===== src/rtl/pcseq_pkg.sv =====
package pcseq_pkg;
  typedef enum logic [2:0] {
    FLOW_SEQ  = 3'd0,
    FLOW_BZ   = 3'd1,
    FLOW_BNZ  = 3'd2,
    FLOW_BC   = 3'd3,
    FLOW_BNC  = 3'd4,
    FLOW_JMP  = 3'd5,
    FLOW_CALL = 3'd6,
    FLOW_RET  = 3'd7
  } flow_op_e;
endpackage


===== src/rtl/pcseq_next_addr.sv =====
module pcseq_next_addr
  import pcseq_pkg::*;
#(
  parameter int ADDR_W = 12,
  parameter int DISP_W = 8
) (
  input  flow_op_e            op_i,
  input  logic [ADDR_W-1:0]   pc_i,
  input  logic [DISP_W-1:0]   disp_i,
  input  logic [ADDR_W-1:0]   target_i,
  input  logic                zero_i,
  input  logic                carry_i,
  input  logic [ADDR_W-1:0]   ret_addr_i,
  input  logic                stk_empty_i,
  input  logic                stk_full_i,
  output logic [ADDR_W-1:0]   next_pc_o,
  output logic [ADDR_W-1:0]   link_addr_o,
  output logic                push_o,
  output logic                pop_o,
  output logic                fault_o
);
  localparam int EXT_W = ADDR_W - DISP_W;

  logic [ADDR_W-1:0] seq_addr;
  logic [ADDR_W-1:0] disp_ext;
  logic [ADDR_W-1:0] rel_addr;
  logic              take;

  assign seq_addr    = pc_i + ADDR_W'(1);
  assign disp_ext    = {{EXT_W{disp_i[DISP_W-1]}}, disp_i};
  assign rel_addr    = seq_addr + disp_ext;
  assign link_addr_o = seq_addr;

  always_comb begin
    take = 1'b0;
    unique case (op_i)
      FLOW_BZ:  take = zero_i;
      FLOW_BNZ: take = !zero_i;
      FLOW_BC:  take = carry_i;
      FLOW_BNC: take = !carry_i;
      default:  take = 1'b0;
    endcase
  end

  always_comb begin
    next_pc_o = seq_addr;
    push_o    = 1'b0;
    pop_o     = 1'b0;
    fault_o   = 1'b0;
    unique case (op_i)
      FLOW_BZ, FLOW_BNZ, FLOW_BC, FLOW_BNC:
        next_pc_o = take ? rel_addr : seq_addr;
      FLOW_JMP:
        next_pc_o = target_i;
      FLOW_CALL: begin
        next_pc_o = target_i;
        push_o    = 1'b1;
        fault_o   = stk_full_i;
      end
      FLOW_RET: begin
        pop_o     = !stk_empty_i;
        fault_o   = stk_empty_i;
        next_pc_o = stk_empty_i ? seq_addr : ret_addr_i;
      end
      default:
        next_pc_o = seq_addr;
    endcase
  end
endmodule


===== src/rtl/pcseq_ret_stack.sv =====
module pcseq_ret_stack #(
  parameter int ADDR_W = 12,
  parameter int DEPTH  = 8
) (
  input  logic              clk,
  input  logic              rst_n,
  input  logic              en_i,
  input  logic              push_i,
  input  logic              pop_i,
  input  logic [ADDR_W-1:0] push_data_i,
  output logic [ADDR_W-1:0] top_data_o,
  output logic              empty_o,
  output logic              full_o
);
  localparam int PW = (DEPTH > 1) ? $clog2(DEPTH) : 1;
  localparam int CW = $clog2(DEPTH + 1);
  localparam logic [PW-1:0] LAST_IDX = PW'(DEPTH - 1);
  localparam logic [CW-1:0] FULL_CNT = CW'(DEPTH);

  logic [ADDR_W-1:0] slot_q [DEPTH];
  logic [PW-1:0]     wr_ptr_q, wr_ptr_d;
  logic [PW-1:0]     rd_ptr;
  logic [CW-1:0]     cnt_q, cnt_d;
  logic              do_push, do_pop;

  assign do_push    = en_i && push_i;
  assign do_pop     = en_i && pop_i && (cnt_q != '0);
  assign rd_ptr     = (wr_ptr_q == '0) ? LAST_IDX : wr_ptr_q - PW'(1);
  assign top_data_o = slot_q[rd_ptr];
  assign empty_o    = (cnt_q == '0);
  assign full_o     = (cnt_q == FULL_CNT);

  always_comb begin
    wr_ptr_d = wr_ptr_q;
    cnt_d    = cnt_q;
    if (do_push) begin
      wr_ptr_d = (wr_ptr_q == LAST_IDX) ? '0 : wr_ptr_q + PW'(1);
      if (!full_o) cnt_d = cnt_q + CW'(1);
    end else if (do_pop) begin
      wr_ptr_d = rd_ptr;
      cnt_d    = cnt_q - CW'(1);
    end
  end

  always_ff @(posedge clk or negedge rst_n) begin
    if (!rst_n) begin
      wr_ptr_q <= '0;
      cnt_q    <= '0;
    end else begin
      wr_ptr_q <= wr_ptr_d;
      cnt_q    <= cnt_d;
    end
  end

  always_ff @(posedge clk) begin
    if (do_push) slot_q[wr_ptr_q] <= push_data_i;
  end


  stk_depth_bound_chk: assert property (@(posedge clk) disable iff (!rst_n)
    cnt_q <= FULL_CNT);


  stk_push_grow_chk: assert property (@(posedge clk) disable iff (!rst_n)
    (do_push && !full_o) |=> (cnt_q == $past(cnt_q) + CW'(1)));


  stk_idle_hold_chk: assert property (@(posedge clk) disable iff (!rst_n)
    !en_i |=> $stable(cnt_q));
endmodule


===== src/rtl/pcseq_top.sv =====
module pcseq_top
  import pcseq_pkg::*;
#(
  parameter int ADDR_W = 12,
  parameter int DISP_W = 8,
  parameter int DEPTH  = 8
) (
  input  logic              clk,
  input  logic              rst_n,
  input  logic              adv_i,
  input  logic [2:0]        op_i,
  input  logic [DISP_W-1:0] disp_i,
  input  logic [ADDR_W-1:0] target_i,
  input  logic              zero_i,
  input  logic              carry_i,
  output logic [ADDR_W-1:0] pc_o,
  output logic              stk_err_o
);
  logic [1:0]        rst_sync_q;
  logic              rst_int_n;
  logic [ADDR_W-1:0] pc_q, pc_d;
  logic              err_q, err_d;
  logic [ADDR_W-1:0] next_pc, link_addr, ret_addr;
  logic              push, pop, fault, stk_empty, stk_full;
  flow_op_e          op;

  assign op = flow_op_e'(op_i);

  always_ff @(posedge clk or negedge rst_n) begin
    if (!rst_n) rst_sync_q <= 2'b00;
    else        rst_sync_q <= {rst_sync_q[0], 1'b1};
  end
  assign rst_int_n = rst_sync_q[1];

  pcseq_next_addr #(.ADDR_W(ADDR_W), .DISP_W(DISP_W)) u_next (
    .op_i        (op),
    .pc_i        (pc_q),
    .disp_i      (disp_i),
    .target_i    (target_i),
    .zero_i      (zero_i),
    .carry_i     (carry_i),
    .ret_addr_i  (ret_addr),
    .stk_empty_i (stk_empty),
    .stk_full_i  (stk_full),
    .next_pc_o   (next_pc),
    .link_addr_o (link_addr),
    .push_o      (push),
    .pop_o       (pop),
    .fault_o     (fault)
  );

  pcseq_ret_stack #(.ADDR_W(ADDR_W), .DEPTH(DEPTH)) u_stack (
    .clk         (clk),
    .rst_n       (rst_int_n),
    .en_i        (adv_i),
    .push_i      (push),
    .pop_i       (pop),
    .push_data_i (link_addr),
    .top_data_o  (ret_addr),
    .empty_o     (stk_empty),
    .full_o      (stk_full)
  );

  always_comb begin
    pc_d  = pc_q;
    err_d = err_q;
    if (adv_i) begin
      pc_d  = next_pc;
      err_d = err_q | fault;
    end
  end

  always_ff @(posedge clk or negedge rst_int_n) begin
    if (!rst_int_n) begin
      pc_q  <= '0;
      err_q <= 1'b0;
    end else begin
      pc_q  <= pc_d;
      err_q <= err_d;
    end
  end

  assign pc_o      = pc_q;
  assign stk_err_o = err_q;


  pc_hold_chk: assert property (@(posedge clk) disable iff (!rst_int_n)
    !adv_i |=> ($stable(pc_o) && $stable(stk_err_o)));


  pc_seq_step_chk: assert property (@(posedge clk) disable iff (!rst_int_n)
    (adv_i && op_i == 3'd0) |=> (pc_o == $past(pc_o) + ADDR_W'(1)));


  pc_jump_load_chk: assert property (@(posedge clk) disable iff (!rst_int_n)
    (adv_i && op_i == 3'd5) |=> (pc_o == $past(target_i)));


  err_sticky_chk: assert property (@(posedge clk) disable iff (!rst_int_n)
    stk_err_o |=> stk_err_o);


  underflow_flag_chk: assert property (@(posedge clk) disable iff (!rst_int_n)
    (adv_i && op_i == 3'd7 && stk_empty) |=> stk_err_o);
endmodule


===== config.mk =====
export PLATFORM = sky130hd
export DESIGN_NAME = pcseq_top
export DESIGN_NICKNAME = d
export VERILOG_FILES = /design/src/rtl/pcseq_pkg.sv /design/src/rtl/pcseq_next_addr.sv /design/src/rtl/pcseq_ret_stack.sv /design/src/rtl/pcseq_top.sv
export SDC_FILE = /design/constraint.sdc
export NUM_CORES = 1
export LEC_CHECK = 0
export ABC_AREA = 1
export BUFFER_PORTS_ARGS = -buffer_cell sky130_fd_sc_hd__buf_2
export CAP_MARGIN = 10
export CORE_ASPECT_RATIO = 0.75
export CORE_UTILIZATION = 65
export CTS_CLUSTER_SIZE = 12
export DETAILED_ROUTE_END_ITERATION = 8
export PLACE_DENSITY_LB_ADDON = 0.08
export SLEW_MARGIN = 20
export SYNTH_ARGS = -nofsm -noshare
export SYNTH_HDL_FRONTEND = slang
export SYNTH_SLANG_ARGS = --single-unit

===== constraint.sdc =====
create_clock -name clk -period 1.7 [get_ports clk]
set_input_delay 0.255 -clock clk [delete_from_list [all_inputs] [get_ports clk]]
set_output_delay 0.255 -clock clk [all_outputs]
set_load 0.1 [all_outputs]

==> Implementation_results.wiki, run 1 <==
{| class="wikitable"
! Metric !! Value
|-
| Number of I/O pins || approximately 40
|-
| First error || [ERROR GRT-0232] Routing congestion too high. Check the congestion heatmap in the GUI.
|-
| Placed Cells || 849
|-
| Result of the run || did not finish
|-
| Final HPWL DP || 12200 microns
|-
| Chip Width || 113 microns
|-
| Pin count of the biggest net entering global routing || 32
|-
| Number of enable-type register cells in the synthesized netlist || 96
|-
| H-tree depth || 4
|-
| Synthesized netlist cell count || 610
|-
| Inserted Clock Buffers || 17
|-
| Post-Syn Area || 6010 sq um
|-
| Sequential area share after synthesis || 0.572
|-
| FFs w/ async S/R, synth || 0.186
|-
| Syn_nets || 660
|-
| Number of buffer cells added on primary ports || 40
|-
| Type of pin the worst path ends at || sequential cell input
|-
| Post-synth cell types || 42
|-
| End pin of the worst setup path after global-route repair || pc_o[10]$_DFFE_PN0P_/D
|-
| RePlAce Congestion || 0.972
|-
| FF+latch count, synth || 118
|-
| Clock sink total || roughly 120
|-
| Last stage reached || 5_1_grt
|-
| Total overflow reported by the global router || 547
|-
| Clock root cell || clkbuf_16
|-
| Overall Global Routing Usage || 0.957
|-
| Syn_area_per_cell || 9.85 sq um
|-
| Synth Flop Type || edfxtp_1
|-
| Yosys warning count || 0
|-
| Die H || roughly 85 microns
|-
| Initial core utilization || 0.690
|-
| Num rows || 29
|-
| Buffer levels on the longest clock path || 2
|}
-- cells in the mapped netlist (6+ instances only) --
master,instances,area (sq um)
o211ai_1,14,105
a21oi_1,22,110
nand3_1,44,220
buf_2,6,30.0
o221ai_1,7,61.3
xor2_1,11,96.3
o21ai_0,55,275
clkbuf_1,6,22.5
edfxtp_1,96,2880
dfrtp_1,22,551
inv_1,49,184
ha_1,20,250
nor2_1,101,379
nand2_1,93,349
nor3_1,7,35.0
-- repair_timing --
action	4_1_cts
resized for setup	59
setup endpoints to repair	53
pin swaps	37
hold buffers	1
hold endpoints to repair	2
setup buffers	5
-- stage by stage --
| step | area (sq um) | setup WS, ps |
|---|---|---|
| CTS | 8250 | -849 |
| global placement | 7410 | -830 |
| detailed placement | 7410 | -1020 |
| floorplan | 6210 | -1010 |
-- logic make-up after synthesis --
family / count (synthesis) / share of synthesized area
compound gates: 119 / 0.119
flops: 118 / 0.572
other cells: 1 / 0.000624
simple gates: 262 / 0.185
xor+xnor: 13 / 0.0190
mux: 1 / 0.00250
buf+inv: 74 / 0.0546
fa+ha+maj: 22 / 0.0483
-- metal layers --
metal	GRT overflow	global-route usage
met1	4	0.891
met2	349	1.16
met3	7	0.776
met4	187	1.12
met5	0	0.390
==> inputs of run 2 (changes only) <==
--- a/config.mk
+++ b/config.mk
@@ -8,11 +8,9 @@
 export ABC_AREA = 1
 export BUFFER_PORTS_ARGS = -buffer_cell sky130_fd_sc_hd__buf_2
 export CAP_MARGIN = 10
-export CORE_ASPECT_RATIO = 0.75
-export CORE_UTILIZATION = 65
-export CTS_CLUSTER_SIZE = 12
+export CORE_UTILIZATION = 40
 export DETAILED_ROUTE_END_ITERATION = 8
-export PLACE_DENSITY_LB_ADDON = 0.08
+export PLACE_DENSITY_LB_ADDON = 0.15
 export SLEW_MARGIN = 20
 export SYNTH_ARGS = -nofsm -noshare
 export SYNTH_HDL_FRONTEND = slang
==> run 2 against run 1 <==
  * The flow now finishes, with violations (negative setup slack)
  * Area after synthesis unchanged
  * Synthesized cell count unchanged
==> Implementation_results.wiki, run 2 <==
{| class="wikitable"
! Metric !! Value
|-
| Result of the run || finished, violations left
|-
| Failing checks || negative setup slack
|-
| Share of total power in sequential cells || 0.217
|-
| Number of flip-flops under the largest register name || 96
|-
| Library cell occupying the most area in the post-synthesis netlist || edfxtp_1
|-
| Most common cell in the synthesized netlist || nor2_1
|-
| Portion of total power attributed to the clock network || 0.194
|-
| Clock sink total || approximately 120
|-
| Synthesized netlist cell count || approximately 600
|-
| FFs w/ async S/R, synth || 0.186
|-
| Area fraction of the dominant cell type after synthesis || 0.480
|-
| Maximum Capacitance Violations || 0
|-
| Arrival time at the worst endpoint || 2810 ps
|-
| Number of nets with antenna violations after routing || 0
|-
| Yosys warning count || 0
|-
| FF+latch count, synth || 118
|-
| Syn_nets || 660
|-
| Clock root cell || clkbuf_16
|-
| Crit end category || flop
|-
| Post-layout instance count excluding filler cells || ~1000
|-
| Number of antenna violations at the first check in global routing || 0
|-
| Buffer levels on the longest clock path || 2
|-
| Number of global-route vias before repair || 5218
|-
| Final HPWL DP || 11900 microns
|-
| Top cell types by occurrence after synthesis || 101 x nor2_1, 96 x edfxtp_1, 93 x nand2_1, 55 x o21ai_0, 49 x inv_1
|-
| Inserted Clock Buffers || 17
|-
| Most frequent cells in the layout || 106 x buf_4, 96 x edfxtp_1, 81 x nor2_1
|-
| Num rows || 44
|-
| Ratio of final minimum period to clock period || 1.48
|-
| Post-synth cell types || 42
|-
| Switching Share || 0.417
|-
| DIE AREA || about 16000 sq um
|-
| CTS tree || done
|-
| Internal Dissipation || approximately 11 mW
|-
| Unrepaired setup endpoints after global routing || true
|-
| Smallest setup slack after layout || -812 ps
|-
| Filler cells || approximately 1200
|-
| Residual DRC || 0
|-
| Combinational fraction of design power || 0.590
|-
| Setup violation total in the final timing report || 20
|-
| First-pass GRT wire length || roughly 27000 microns
|-
| Initial core utilization || 0.412
|-
| Classification of the worst setup path || flop to flop
|-
| Class of the worst hold path || input pin to async pin
|-
| Most common library cell in the layout ignoring fill and taps || buf_4
|-
| Vias after detailed routing || ~5000
|-
| Pin count of the biggest net entering global routing || 21
|-
| Post-Syn Area || 6010 sq um
|-
| Clock slew at the register clock pins of the worst setup and hold paths || 50 ps
|-
| First drt pass iteration count || 5
|-
| Total overflow reported by the global router || 0
|-
| Fin Clk Skew || 8.85 ps
|-
| Kind of start point of the critical path || flop
|-
| Wire length per cell || between 15 and 20 microns
|-
| Power per cell area || approximately 2200 nW/um^2
|-
| Fmax || 0.398 GHz
|-
| Overall Global Routing Usage || 0.231
|-
| Final setup TNS || -7400 ps
|-
| Number of I/O pins || 41
|-
| Most flop-heavy register || u_stack.slot_q
|-
| Static leakage power || roughly 3.6 nW
|-
| Die H || 125 microns
|-
| Chip Width || 125 microns
|-
| Data required time at the worst endpoint || about 2000 ps
|-
| Critical path peak fanout || 3
|-
| Syn_area_per_cell || 9.85 sq um
|-
| RePlAce Congestion || 0.883
|-
| Clock latency at the later pin of the worst-skew pair || between 400 and 500 ps
|-
| Detailed router's first-iteration violation count || 433
|-
| Beginning of the critical path || pc_o[0]
|-
| Number of enable-type register cells in the synthesized netlist || 96
|-
| Total Routed Length || 17300 microns
|-
| Layout overhead on the synthesized area || 46.4%
|-
| Placed Cells || between 900 and 1000
|-
| Sequential cell area || around 3500 sq um
|-
| Area of the core region || 14600 sq um
|-
| Fin. Hold Viols || 0
|-
| Synth Flop Type || edfxtp_1
|-
| Area of the multi-input gates || between 2000 and 3000 sq um
|-
| H-tree depth || 4
|-
| Number of pins exceeding their max-slew limit in the final report || 0
|-
| P_sw || roughly 8 mW
|-
| Number of buffer cells added on primary ports || 40
|-
| Hold Worst Slack || roughly 160 ps
|-
| N_diodes || 0
|-
| Share of final-layout standard cells stronger than drive strength 1 || 0.414
|-
| Maximum VDD drop || 1.75 mV
|-
| Cells taking the most area after synthesis || edfxtp_1 48%, dfrtp_1 9.2%, nor2_1 6.3%
|-
| Final critical path time including I/O delays and setup || between 2000 and 3000 ps
|-
| Via count normalized by instance count || 5.22
|-
| R2r startpoint || pc_o[0]
|-
| Sequential area share after synthesis || 0.572
|-
| Count of nets after finishing || 832
|}
[run 2: cell counts after synthesis]
No cell type changed its count.
[run 2: cells by family (layout without fill, tap and decap cells)]
logic type,after synthesis,in the layout,share of synthesized area
other,1,1,0.000624
buffers and inverters,74,258,0.0546
multiplexers,1,1,0.00250
XOR/XNOR,13,13,0.0190
AND/OR/NAND/NOR,262,263,0.185
AO/OA/AOI/OAI,119,119,0.119
flip-flops,118,118,0.572
adder cells (fa/ha/maj),22,22,0.0483
[run 2: final timing paths]
| kind | end | slack [ps] | cells after the start |
|---|---|---|---|
| hold reg to reg | u_stack.cnt_q[0] | 220 | 1 |
| hold / removal | rst_sync_q[1] | 160 | 2 |
| setup reg to reg | pc_o[11] | -810 | 18 |
| max in group asynchronous | pc_o[6] | 1210 | 1 |
| min in group clk | pc_o[9] | 180 | 5 |
| setup / recovery | pc_o[11] | -810 | 18 |
[run 2: final cells by class]
cell class | count | area share
Clock buffer | 20 | 0.0497
Clock inverter | 12 | 0.0202
Inverter | 53 | 0.0232
Multi-Input combinational cell | 419 | 0.319
Sequential cell | 118 | 0.394
Tap cell | 184 | 0.0262
Timing Repair Buffer | 173 | 0.168
[run 2: what timing repair did]
action / in CTS / in global routing
resized for setup: 76 / 31
pin swaps: 21 / 24
buffers inserted: 14 / 11
endpoints found under the setup margin: 21 / 60
endpoints found under the hold margin: 2 / 0
hold buffers: 1 / 0
gates cloned: 3 / 0
[run 2: worst max-delay path: stages, from the launching register on]
cell,delay [ps]
dfrtp_4,440
ha_4,150
nand2_4,50
nor2_4,100
nand2_2,70
nor2_4,160
nand2_2,90
xnor2_2,190
ha_1,300
nand2_2,110
inv_1,60
a21oi_2,150
nand3_1,90
nand2_1,90
nand4_1,90
nand3_1,110
nand2_1,50
nand2_1,50
nand2_1,50
[run 2: power by group through the flow]
stage,registers [mW],clock network [mW],logic [mW]
floorplan,5.26,0,4.58
global placement,4.15,0,8.91
detailed placement,4.16,0,9.07
CTS,4.13,3.74,10.6
global route,4.16,3.87,12.2
finish,4.14,3.70,11.3
[run 2: routing by layer]
layer / GRT usage / vias to the layer above / wire length, microns
met4: 0.0872 / 0 / 293
met5: 0 / - / 0
met2: 0.396 / 158 / 8850
met1: 0.289 / 2472 / 7330
met3: 0.0438 / 25 / 863
li1: - / 2459 / -
[run 2: per-stage QoR]
stage / cell area (sq um) / util / setup WS [ps] / total power, mW
finish: 8790 / 0.603 / -812 / 19.1
CTS: 8610 / 0.590 / -761 / 18.5
floorplan: 6210 / - / -1010 / 9.84
global route: 8790 / 0.603 / -999 / 20.2
detailed placement: 7470 / 0.512 / -877 / 13.2
global placement: 7470 / 0.512 / -832 / 13.1
Note: power is estimated with default switching activity, not from simulation.
==> inputs of run 3 (changes only) <==
--- a/config.mk
+++ b/config.mk
@@ -9,9 +9,11 @@
 export BUFFER_PORTS_ARGS = -buffer_cell sky130_fd_sc_hd__buf_2
 export CAP_MARGIN = 10
 export CORE_UTILIZATION = 40
+export CTS_CLUSTER_DIAMETER = 50
 export DETAILED_ROUTE_END_ITERATION = 8
 export PLACE_DENSITY_LB_ADDON = 0.15
 export SLEW_MARGIN = 20
 export SYNTH_ARGS = -nofsm -noshare
 export SYNTH_HDL_FRONTEND = slang
 export SYNTH_SLANG_ARGS = --single-unit
+export TNS_END_PERCENT = 30
==> run 3 against run 2 <==
  * The flow still finishes with violations (negative setup slack)
  * Combinational power about the same
  * Die area unchanged
  * Flip-flop and latch count unchanged
  * Non-clock buffer count decreased by 2
  * Worst hold slack improved by 2.1 ps
  * Clock power decreased by 6.8%
  * Global-route usage decreased by 0.58 points
  * Clock skew increased by 3.9 ps
  * Power decreased by 1.2%
  * Routed wire length increased by 1.9%
  * Critical path type unchanged
  * Critical endpoint is now pc_o[9]
  * Highest routed layer unchanged
==> Implementation_results.wiki, run 3 (synthesis gave the netlist of run 2 again) <==
{| class="wikitable"
! Metric !! Value
|-
| Met1 usage in global routing || 0.281
|-
| Share of final-layout standard cells stronger than drive strength 1 || 0.382
|-
| Most frequent cells in the layout || 106 x buf_4, 96 x edfxtp_1, 92 x nor2_1
|-
| Num rows || 44
|-
| Buffer levels on the longest clock path || 2
|-
| Final critical path time including I/O delays and setup || roughly 2500 ps
|-
| Crit path buffers/inverters || 2
|-
| DIE AREA || roughly 16000 sq um
|-
| Clock root cell || clkbuf_16
|-
| Arrival time at the worst endpoint || 2810 ps
|-
| Maximum VDD drop || ~1.8 mV
|-
| Wire length per cell || approximately 18 microns
|-
| Class of the worst hold path || input pin to async pin
|-
| Number of pins exceeding their max-slew limit in the final report || 0
|-
| Depth of the worst register-to-register path || 19
|-
| Utilization after layout || 0.591
|-
| Chip Width || ~120 microns
|-
| Data required time at the worst endpoint || 2000 ps
|-
| Area of the core region || 14600 sq um
|-
| Highest-utilization routing layer at the global route stage || met2
|-
| Final setup TNS || -8670 ps
|-
| Number of nets with antenna violations after routing || 0
|-
| Power per cell area || 2190 nW/um^2
|-
| Clock sink total || 118
|-
| Fin Clk Skew || 12.8 ps
|-
| Ratio of final minimum period to clock period || 1.48
|-
| Inserted Clock Buffers || 17
|-
| First drt pass iteration count || 5
|-
| Hold Worst Slack || 159 ps
|-
| Destination of the worst register-to-register timing path || pc_o[9]
|-
| Die H || between 100 and 150 microns
|-
| Number of buffer cells added on primary ports || 40
|-
| Clock slew at the register clock pins of the worst setup and hold paths || about 50 ps
|-
| Maximum Capacitance Violations || 0
|-
| Cell with the largest stage delay on the worst path || dfrtp_4
|-
| First-pass GRT wire length || 26500 microns
|-
| Total Routed Length || 17700 microns
|-
| Clock latency at the later pin of the worst-skew pair || 410 ps
|-
| RePlAce Congestion || 0.889
|-
| Vias after detailed routing || between 5000 and 6000
|-
| Setup violation total in the final timing report || 28
|-
| Number of I/O pins || 41
|-
| Pin count of the biggest net entering global routing || 26
|-
| Initial core utilization || 0.412
|-
| Detailed router's first-iteration violation count || 253
|-
| Critical path peak fanout || 4
|-
| Kind of start point of the critical path || flop
|-
| Final HPWL DP || 12300 microns
|-
| Beginning of the critical path || pc_o[1]
|-
| Fmax || between 0.3 and 0.4 GHz
|-
| Static leakage power || between 3 and 4 nW
|-
| Worst path depth || 19
|-
| Layout overhead on the synthesized area || 43.7%
|-
| Longest individual stage delay on the worst path || 440 ps
|-
| Register-to-register path setup slack || -820 ps
|-
| Smallest setup slack after layout || -819 ps
|-
| Crit end category || flop
|-
| Unrepaired setup endpoints after global routing || true
|-
| Number of global-route vias before repair || 5104
|-
| Filler cells || 1187
|-
| CTS tree || done
|-
| R2r startpoint || pc_o[1]
|-
| Global routing usage on met3 || 0.0468
|-
| Area of the multi-input gates || 2730 sq um
|-
| Cell chain of the critical path || ha_4, nand2_4, nor2_4, nand2_2, nor2_4, xor2_2, inv_2, ha_4, nand2_4, nor2_4, nand2_2, nand3_2, nand2_2, nand2_1, nand2_1, nand3_1, nand3_1, o21ai_1, inv_1
|-
| Number of flip-flops under the largest register name || 96
|-
| Most common library cell in the layout ignoring fill and taps || buf_4
|-
| Most flop-heavy register || u_stack.slot_q
|-
| Total overflow reported by the global router || 0
|-
| H-tree depth || 4
|-
| Count of nets after finishing || 829
|-
| Critical Path End || pc_o[9]
|-
| Classification of the worst setup path || flop to flop
|-
| Via count normalized by instance count || 5.30
|-
| Fin. Hold Viols || 0
|-
| Overall Global Routing Usage || 0.225
|-
| Number of antenna violations at the first check in global routing || 0
|-
| Top Family by Delay on Critical Path || simple AND/OR/NAND/NOR gates
|-
| Sequential cell area || 3460 sq um
|-
| Result of the run || finished, violations left
|-
| Failing checks || negative setup slack
|-
| Residual DRC || 0
|-
| N_diodes || 0
|-
| GR Util met2 || 0.380
|}
## run 3: power by group
group / switching (mW) / total [mW] / internal, mW / leakage (nW)
clock: 1.19 / 3.45 / 2.25 / 0.273
sequential: 0.235 / 4.15 / 3.91 / 1.11
combinational: 6.53 / 11.3 / 4.74 / 2.18
## run 3: how the worst min path moves through the flow
stage                     startpoint       endpoint  depth (start not counted)
after CTS                      rst_n  rst_sync_q[0]                          2
final                          rst_n  rst_sync_q[0]                          2
after global placement         rst_n  rst_sync_q[1]                          1
after floorplan                rst_n  rst_sync_q[0]                          0
after detailed placement       rst_n  rst_sync_q[0]                          1
after global routing           rst_n  rst_sync_q[0]                          2
## run 3: metrics by stage
step	std cells	power [mW]	instance area (sq um)	setup WS, ps
floorplan	610	9.72	6140	-1010
global placement	924	13.3	7430	-823
detailed placement	924	13.5	7430	-898
CTS	962	17.6	8230	-844
global route	975	19.9	8630	-1000
finish	975	18.9	8630	-819
## run 3: repair_timing
item                                   CTS  global route
gates cloned                             0             3
resized for setup                       36            57
pin swaps                               11            49
hold buffers                             1             0
setup endpoints to repair               28            56
endpoints found under the hold margin    2             0
setup buffers                            6            10
## run 3: routing by layer
layer | share of wire | routed length, microns | vias to the layer above
met5 | 0 | 0 | -
met4 | 0.028 | 501 | 0
met3 | 0.054 | 960 | 38
met2 | 0.50 | 8770 | 194
met1 | 0.42 | 7440 | 2480
li1 | - | - | 2457
## run 3: cell type report
class	instances	share of cell area
clock buffers	18	0.0497
clock inverters	13	0.0161
inverters	53	0.0231
multi-input cells	418	0.317
flip-flops and latches	118	0.401
well taps	184	0.0267
repair buffers	171	0.166
==> inputs of run 4 (changes only) <==
--- a/config.mk
+++ b/config.mk
@@ -8,6 +8,7 @@
 export ABC_AREA = 1
 export BUFFER_PORTS_ARGS = -buffer_cell sky130_fd_sc_hd__buf_2
 export CAP_MARGIN = 10
+export CORE_ASPECT_RATIO = 0.7
 export CORE_UTILIZATION = 40
 export CTS_CLUSTER_DIAMETER = 50
 export DETAILED_ROUTE_END_ITERATION = 8
==> run 4 against run 3 <==
  * The run still ends with negative setup slack left
  * Non-clock buffer count up 15
  * Clock-buffer cell count unchanged
  * Die area about the same
  * Worst hold slack better by 10 ps
  * Routed wire length up 4.7%
  * Combinational power up 4%
  * Sequential share of layout area down 0.90 points
  * Global-route usage up 1.7 points
  * Clock skew up 2.6 ps
  * Register-to-register slack worse by 60 ps
  * Cell count up 2.7%
  * Power up 2.0%
  * Critical path type unchanged
  * Largest cell class unchanged
  * Highest routed layer unchanged
==> Implementation_results.wiki, run 4 (synthesis gave the netlist of run 2 again) <==
{| class="wikitable"
! Metric !! Value
|-
| Result of the run || finished, violations left
|-
| Failing checks || negative setup slack
|-
| P_sw || 8.39 mW
|-
| Vias after detailed routing || 5323
|-
| Final critical path time including I/O delays and setup || ~2600 ps
|-
| Number of pins exceeding their max-slew limit in the final report || 0
|-
| Internal Dissipation || around 11 mW
|-
| Wire length per cell || 18.5 microns
|-
| Residual DRC || 0
|-
| Switching Share || 0.436
|-
| Smallest setup slack after layout || -883 ps
|-
| Post-detailed-placement cell area || 7530 sq um
|-
| Fin. Hold Viols || 0
|-
| Portion of total power attributed to the clock network || 0.175
|-
| DIE AREA || 15500 sq um
|-
| Setup violation total in the final timing report || 28
|-
| Clock sink total || about 120
|-
| Num rows || 37
|-
| Initial core utilization || 0.409
|-
| Ratio of final minimum period to clock period || 1.52
|-
| Filler cells || between 1000 and 1500
|-
| Static leakage power || 3.63 nW
|-
| CTS tree || done
|-
| Depth of the worst register-to-register path || 18
|-
| Utilization after layout || 0.602
|-
| Layout overhead on the synthesized area || 47.0%
|-
| Total overflow reported by the global router || 0
|-
| Number of flip-flops under the largest register name || 96
|-
| Final HPWL DP || 12600 microns
|-
| Hold Worst Slack || between 150 and 200 ps
|-
| Power per cell area || between 2000 and 2500 nW/um^2
|-
| Unrepaired setup endpoints after global routing || true
|-
| Count of nets after finishing || 844
|-
| Min-delay src || target_i[9]
|-
| N_diodes || 0
|-
| Die H || 105 microns
|-
| End point of the worst hold path || pc_o[9]
|-
| Kind of start point of the critical path || flop
|-
| Clock latency at the later pin of the worst-skew pair || 410 ps
|-
| Detailed router's first-iteration violation count || 323
|-
| First drt pass iteration count || 5
|-
| Most frequent cells in the layout || 114 x buf_4, 96 x edfxtp_1, 90 x nor2_1
|-
| Area of the core region || 14700 sq um
|-
| Crit end category || flop
|-
| Classification of the worst setup path || flop to flop
|-
| Inserted Clock Buffers || 17
|-
| RePlAce Congestion || approximately 0.88
|-
| Clock root cell || clkbuf_16
|-
| Maximum VDD drop || 1.04 mV
|-
| Number of nets with antenna violations after routing || 0
|-
| Pin count of the biggest net entering global routing || 31
|-
| Overall Global Routing Usage || 0.242
|-
| Data required time at the worst endpoint || 2040 ps
|-
| Maximum Capacitance Violations || 0
|-
| Power, Total || 19.2 mW
|-
| Register-to-register path setup slack || -880 ps
|-
| H-tree depth || 4
|-
| Combinational fraction of design power || 0.611
|-
| Final setup TNS || -9180 ps
|-
| Chip Width || 148 microns
|-
| Share of final-layout standard cells stronger than drive strength 1 || 0.414
|-
| Fmax || 0.387 GHz
|-
| Fin Clk Skew || 15.3 ps
|-
| Share of total power in sequential cells || 0.214
|-
| Number of global-route vias before repair || 5138
|-
| Arrival time at the worst endpoint || 2930 ps
|-
| Critical path peak fanout || 4
|-
| Destination of the worst register-to-register timing path || pc_o[7]
|-
| Number of antenna violations at the first check in global routing || 0
|-
| Clock slew at the register clock pins of the worst setup and hold paths || 60 ps
|-
| Most flop-heavy register || u_stack.slot_q
|-
| Buffer levels on the longest clock path || 2
|-
| Class of the worst hold path || input pin to flop
|-
| Hold Crit Depth || 5
|-
| Number of I/O pins || 41
|-
| Summed area of non-filler cells in the final layout || 8830 sq um
|-
| Number of buffer cells added on primary ports || 40
|-
| Most common library cell in the layout ignoring fill and taps || buf_4
|-
| R2r startpoint || pc_o[1]
|-
| Via count normalized by instance count || 5.32
|-
| First-pass GRT wire length || 27800 microns
|-
| Total Routed Length || 18500 microns
|}
## run 4: cell count changes in the layout (fill, tap and decap cells not counted), moves of 3 or more
cell,previous run,this run
buf_6,8,18
buf_4,106,114
inv_6,0,5
inv_1,40,36
nand2_1,75,71
clkinv_1,6,3
clkinv_2,3,0
clkinv_4,0,3
## run 4: per-layer routing
layer,share of wire,up-vias,track usage
li1,-,2488,-
met1,0.46,2604,0.348
met2,0.45,212,0.354
met3,0.076,19,0.0623
met4,0.016,0,0.0758
met5,0,-,0
## run 4: area by class of cell
class / instances / area [sq um] / area share
Sequential cell: 118 / 3460 / 0.392
Multi-Input combinational cell: 418 / 2790 / 0.317
Timing Repair Buffer: 186 / 1570 / 0.177
Clock buffer: 18 / 429 / 0.0486
Tap cell: 195 / 244 / 0.0276
Inverter: 53 / 208 / 0.0235
Clock inverter: 13 / 123 / 0.0139
## run 4: worst max-delay path: stages, from the launching register on
cell and delay, ps:
dfrtp_4 490, ha_4 180, nand2_4 70, nor2_4 40, buf_4 130, buf_6 120, xnor2_4 170, inv_2 90
ha_4 280, nand2_2 90, nand2_4 60, nand2_2 80, nand3_2 100, buf_4 150, buf_4 120, a21o_1 180
nand3_1 60, nor2_1 40, nor2_1 90
## run 4: repair_timing
action                                  4_1_cts  5_1_grt
gates resized for setup                      57       71
hold endpoints to repair                      2        0
buffers inserted                              7       16
endpoints found under the setup margin       29       57
pin swaps                                    21       39
cloned                                        0        3
hold buffers                                  1        0
## run 4: worst max-delay path by stage
stage | cells past startpoint | startpoint | endpoint
after floorplan | 18 | pc_o[0] | pc_o[11]
after global placement | 18 | pc_o[0] | pc_o[9]
after detailed placement | 18 | pc_o[1] | pc_o[9]
after CTS | 19 | pc_o[1] | pc_o[10]
after global routing | 19 | pc_o[0] | pc_o[10]
final | 18 | pc_o[1] | pc_o[7]
## run 4: power by group through the flow
| stage | Combinational, mW | Sequential, mW | Clock (mW) |
|---|---|---|---|
| after global routing | 12.6 | 4.14 | 3.53 |
| after detailed placement | 9.19 | 4.15 | 0 |
| final | 11.8 | 4.11 | 3.37 |
| after floorplan | 4.47 | 5.26 | 0 |
| after CTS | 10.2 | 4.10 | 3.40 |
| after global placement | 9.10 | 4.14 | 0 |
## run 4: through the flow
| stage | std cells | worst slack [ps] |
|---|---|---|
| floorplan | 610 | -1010 |
| global placement | 947 | -969 |
| detailed placement | 947 | -945 |
| CTS | 986 | -825 |
| global route | 1001 | -1050 |
| finish | 1001 | -883 |
